`src/rtl/tmr_irq_csr_pkg.sv`:
```
package tmr_irq_csr_pkg;
  localparam int DEF_NUM_CH = 5;
  localparam int DEF_DATA_W = 32;

  typedef struct packed {
    logic evt;
    logic clr;
  } chan_cmd_t;
endpackage

```
`src/rtl/tmr_irq_en_reg.sv`:
```
module tmr_irq_en_reg #(
  parameter int NUM_CH = 5
) (
  input  logic              clk_i,
  input  logic              rst_ni,
  input  logic              wr_en_i,
  input  logic [NUM_CH-1:0] wr_val_i,
  output logic [NUM_CH-1:0] en_o
);
  always_ff @(posedge clk_i or negedge rst_ni) begin
    if (!rst_ni)      en_o <= '0;
    else if (wr_en_i) en_o <= wr_val_i;
  end
endmodule

```
`src/rtl/tmr_irq_chan.sv`:
```
module tmr_irq_chan
  import tmr_irq_csr_pkg::*;
(
  input  logic      clk_i,
  input  logic      rst_ni,
  input  chan_cmd_t cmd_i,
  input  logic      en_i,
  output logic      pend_o,
  output logic      irq_o
);
  logic pend_d, irq_d;

  // event wins over a same-cycle clear
  always_comb begin
    pend_d = pend_o;
    if (cmd_i.evt)      pend_d = 1'b1;
    else if (cmd_i.clr) pend_d = 1'b0;

    irq_d = irq_o;
    if (cmd_i.evt && en_i)        irq_d = 1'b1;
    else if (cmd_i.clr && !cmd_i.evt) irq_d = 1'b0;
  end

  always_ff @(posedge clk_i or negedge rst_ni) begin
    if (!rst_ni) begin
      pend_o <= 1'b0;
      irq_o  <= 1'b0;
    end else begin
      pend_o <= pend_d;
      irq_o  <= irq_d;
    end
  end
endmodule

```
`src/rtl/tmr_irq_rdmux.sv`:
```
module tmr_irq_rdmux #(
  parameter int NUM_CH = 5,
  parameter int DATA_W = 32
) (
  input  logic [NUM_CH-1:0] en_i,
  input  logic [NUM_CH-1:0] pend_i,
  output logic [DATA_W-1:0] rd_o
);
  localparam int USED_W = 2 * NUM_CH;

  always_comb begin
    rd_o = '0;
    rd_o[NUM_CH-1:0]      = en_i;
    rd_o[USED_W-1:NUM_CH] = pend_i;
  end
endmodule

```
`src/rtl/tmr_irq_csr.sv`:
```
module tmr_irq_csr
  import tmr_irq_csr_pkg::*;
#(
  parameter int NUM_CH = DEF_NUM_CH,
  parameter int DATA_W = DEF_DATA_W
) (
  input  logic              clk_i,
  input  logic              rst_ni,
  input  logic [NUM_CH-1:0] expire_i,
  input  logic              wr_en_i,
  input  logic [DATA_W-1:0] wr_data_i,
  output logic [DATA_W-1:0] rd_data_o,
  output logic [NUM_CH-1:0] irq_o
);
  localparam int ST_LSB = NUM_CH;
  localparam int USED_W = 2 * NUM_CH;

  logic [NUM_CH-1:0] en_q;
  logic [NUM_CH-1:0] pend_q;
  logic [NUM_CH-1:0] clr_req;
  logic              unused_hi;

  assign clr_req   = wr_en_i ? wr_data_i[USED_W-1:ST_LSB] : '0;
  assign unused_hi = ^wr_data_i[DATA_W-1:USED_W];

  tmr_irq_en_reg #(.NUM_CH(NUM_CH)) u_en (
    .clk_i    (clk_i),
    .rst_ni   (rst_ni),
    .wr_en_i  (wr_en_i),
    .wr_val_i (wr_data_i[NUM_CH-1:0]),
    .en_o     (en_q)
  );

  for (genvar g = 0; g < NUM_CH; g++) begin : g_ch
    chan_cmd_t cmd;
    assign cmd.evt = expire_i[g];
    assign cmd.clr = clr_req[g];

    tmr_irq_chan u_ch (
      .clk_i  (clk_i),
      .rst_ni (rst_ni),
      .cmd_i  (cmd),
      .en_i   (en_q[g]),
      .pend_o (pend_q[g]),
      .irq_o  (irq_o[g])
    );
  end

  tmr_irq_rdmux #(.NUM_CH(NUM_CH), .DATA_W(DATA_W)) u_rd (
    .en_i   (en_q),
    .pend_i (pend_q),
    .rd_o   (rd_data_o)
  );
endmodule

```
`config.mk`:
```
export PLATFORM = sky130hd
export DESIGN_NAME = tmr_irq_csr
export DESIGN_NICKNAME = d
export VERILOG_FILES = /design/src/rtl/tmr_irq_csr_pkg.sv /design/src/rtl/tmr_irq_en_reg.sv /design/src/rtl/tmr_irq_chan.sv /design/src/rtl/tmr_irq_rdmux.sv /design/src/rtl/tmr_irq_csr.sv
export SDC_FILE = /design/constraint.sdc
export NUM_CORES = 1
export LEC_CHECK = 0
export BUFFER_PORTS_ARGS = -buffer_cell sky130_fd_sc_hd__buf_2
export CORE_UTILIZATION = 37
export DETAILED_ROUTE_END_ITERATION = 8
export GPL_TIMING_DRIVEN = 0
export PLACE_DENSITY = 0.82
export SLEW_MARGIN = 10
export SYNTH_ARGS = -nofsm -noshare
export SYNTH_HDL_FRONTEND = slang
export SYNTH_SLANG_ARGS = --single-unit
```
`constraint.sdc`:
```
create_clock -name clk_i -period 1.05 [get_ports clk_i]
set_input_delay 0.105 -clock clk_i [delete_from_list [all_inputs] [get_ports clk_i]]
set_output_delay 0.105 -clock clk_i [all_outputs]
set_load 0.01 [all_outputs]
```
==> flow_summary.toml <==
[synth]
synthArstFlopShare_pct = 100
synth_edf_count = 0
synth_cells = 79
syn_area_per_cell_um2 = 11.1
synth_cell_types = 12
yosys-top-cells-count = "buf_4 (37), dfrtp_1 (15), mux2_4 (5), nand2_1 (5)"
synth_seq_area_share_pct = 42.7
yosys.area.top_type = "dfrtp_1"
synth_top_area_share_pct = 42.7
yosys_register_bits = 15
netlist_top_cells_area = "dfrtp_1 (43%), buf_4 (32%), mux2_4 (8.5%)"
synth_warnings = 0
syn_area_um2 = 878
yosysMostFrequentCell = "buf_4"
ys.flop_type = "dfrtp_1"

[layout]
layout.nets = 188
drive_gt1_share_pct = 65.3
utilization_pct = 59.4
fin_cells = 175
area_delta_synth_final_pct = 51.0
antenna_cells = 0

[power_and_ir_drop]
comb_power_share_pct = 35.3
swShare_pct = 25.4
power_density_nw_per_um2 = 1140
p_clk_share_pct = 20.6
power.switching_mw = 0.382
p_leak_nw = 0.731
vdd_drop_max_v = 0.000796
seqPwrFrac_pct = 44.1
intPower_mw = 1.12

[placement]
numPortBuffers = 31
gp_congestion = 0.644
placed_cells = 159
pre_cts_ws_ps = 151

[grt]
antenna_found_initial = 0
grt_pass1_wl_mm = 2.10
grt_max_degree = 16
grt.total_usage_pct = 10.9
first_global_vias = 527
overflow = 0

[floorplan]
die_w_um = 50.7
die_y_um = 50.7
io_pins = 77
start_util_pct = 39.3
dieArea_um2 = 2570
coreArea_um2 = 2230
rows = 17

[drt]
drt-wirelength-per-cell_um = 8.65
wl_met2_um = 773
drt-total-wl_mm = 1.51
via_count = 654
viasPerCell = 3.74
met3_length_um = 129
drt_first_pass_iters = 1
top_layer_used = "met3"
met1Wirelength_um = 610
drc = 0
antenna_left = 0
drt_iter0_markers = 0

[critical_path]
critPathSlowestCell = "dfrtp_1"
required_ps = 940
arrival_ps = 910
critPathLaunchType = "flip-flop"
path_class = "reg -> out"
cp_max_fo = 2
end_kind = "output port"
worstPathCellList = "buf_4, buf_6"
max_stage_delay_ps = 390

[timing]
period_minus_slack_ps = 1020
skew_ps = 0.200
finalWorstSetupSlack_ps = 32.0
timing.fmax_ghz = 0.982
setup_violations = 0
fin_setup_tns_ps = 0
final_hold_viol_count = 0
final.period_utilization_pct = 97.0
rsz0062_at_grt = "yes"
finalMaxSlewViolations = 0

[cts]
clk_pin_slew_ps = 80
cts_sinks = 15
cts_buffer_depth = 2
cts_buffers = 3
cts_tree = "done"
clock_latency_ps = 270
ctsRootBufferMaster = "clkbuf_4"
h-tree-depth = 1

[status]
status = "complete, no violations"

[hold_path]
hp-class = "in -> reg"

[flow_run]
cap_violations = 0
kinds of logic after synthesis:
| kind of cell | Yosys count | share of synthesized area (%) |
|---|---|---|
| AO/OA/AOI/OAI | 15 | 13.2 |
| buffers and inverters | 38 | 32.9 |
| flip-flops | 15 | 42.7 |
| multiplexers | 5 | 8.55 |
| other | 1 | 0.427 |
| AND/OR/NAND/NOR | 5 | 2.14 |
critical path: cells and delay by family, from the launching register on:
| family | cells | cell delay (ps) |
|---|---|---|
| buffers and inverters | 2 | 250 |
| DFF | 1 | 390 |
state kept, by name, summed over array words and instances, names as in the netlist:
| name | count |
|---|---|
| g_ch.u_ch.pend_o | 5 |
| u_en.en_o | 5 |
| g_ch.u_ch.irq_o | 5 |
power by group through the flow:
| stage | logic, mW | clock network (mW) | registers, mW |
|---|---|---|---|
| 6_report | 0.531 | 0.310 | 0.664 |
| 5_1_grt | 0.571 | 0.351 | 0.671 |
| 4_1_cts | 0.449 | 0.335 | 0.666 |
| 3_5_place_dp | 0.405 | 0 | 0.683 |
| 3_3_place_gp | 0.395 | 0 | 0.681 |
| 2_1_floorplan | 0.299 | 0 | 0.672 |
through the flow:
stage / hold WS (ps) / instance area [um^2] / total power, mW
after detailed placement: 27.2 / 1150 / 1.09
after global placement: 18.9 / 1150 / 1.08
final: 23.3 / 1330 / 1.51
after floorplan: -191 / 957 / 0.970
after global routing: 12.7 / 1330 / 1.59
after CTS: 11.3 / 1230 / 1.45
layout by cell type (no fill, tap or decap), types with 5 or more instances in the layout:
cell	Yosys	layout
buf_2	0	22
buf_4	37	47
buf_6	1	11
conb_1	1	22
dfrtp_1	15	15
mux2_4	5	5
nand2_1	5	5
layout make-up:
cell class	instances	area, um^2
buffer	37	285
tap	28	35.0
sequential	15	375
timing repair buffer	44	312
fill	206	907
multi-input combinational	47	293
clock buffer	4	26.3
final timing paths:
path	startpoint	endpoint	slack (ps)	cells after the start
hold reg to reg	g_ch[3].u_ch.pend_o	g_ch[3].u_ch.pend_o	480	1
setup reg to reg	u_en.en_o[0]	g_ch[0].u_ch.irq_o	60	3
max in group asynchronous	rst_ni	g_ch[0].u_ch.irq_o	560	2
min in group asynchronous	rst_ni	u_en.en_o[1]	250	2
setup / recovery	u_en.en_o[0]	rd_data_o[0]	30	2
hold / removal	expire_i[0]	g_ch[0].u_ch.pend_o	20	2
per-layer routing:
metal | vias to the layer above | track usage (%)
li1 | 332 | -
met1 | 283 | 13.1
met2 | 39 | 19.3
met3 | 0 | 1.82
met4 | 0 | 4.17
met5 | - | 0
what timing repair did:
item,CTS,global route
hold endpoints to repair,15,0
pin swaps,0,0
gates resized for setup,0,10
hold buffers,1,0
setup buffers,6,6
endpoints found under the setup margin,6,14
Power figures use the tool's default switching activity.
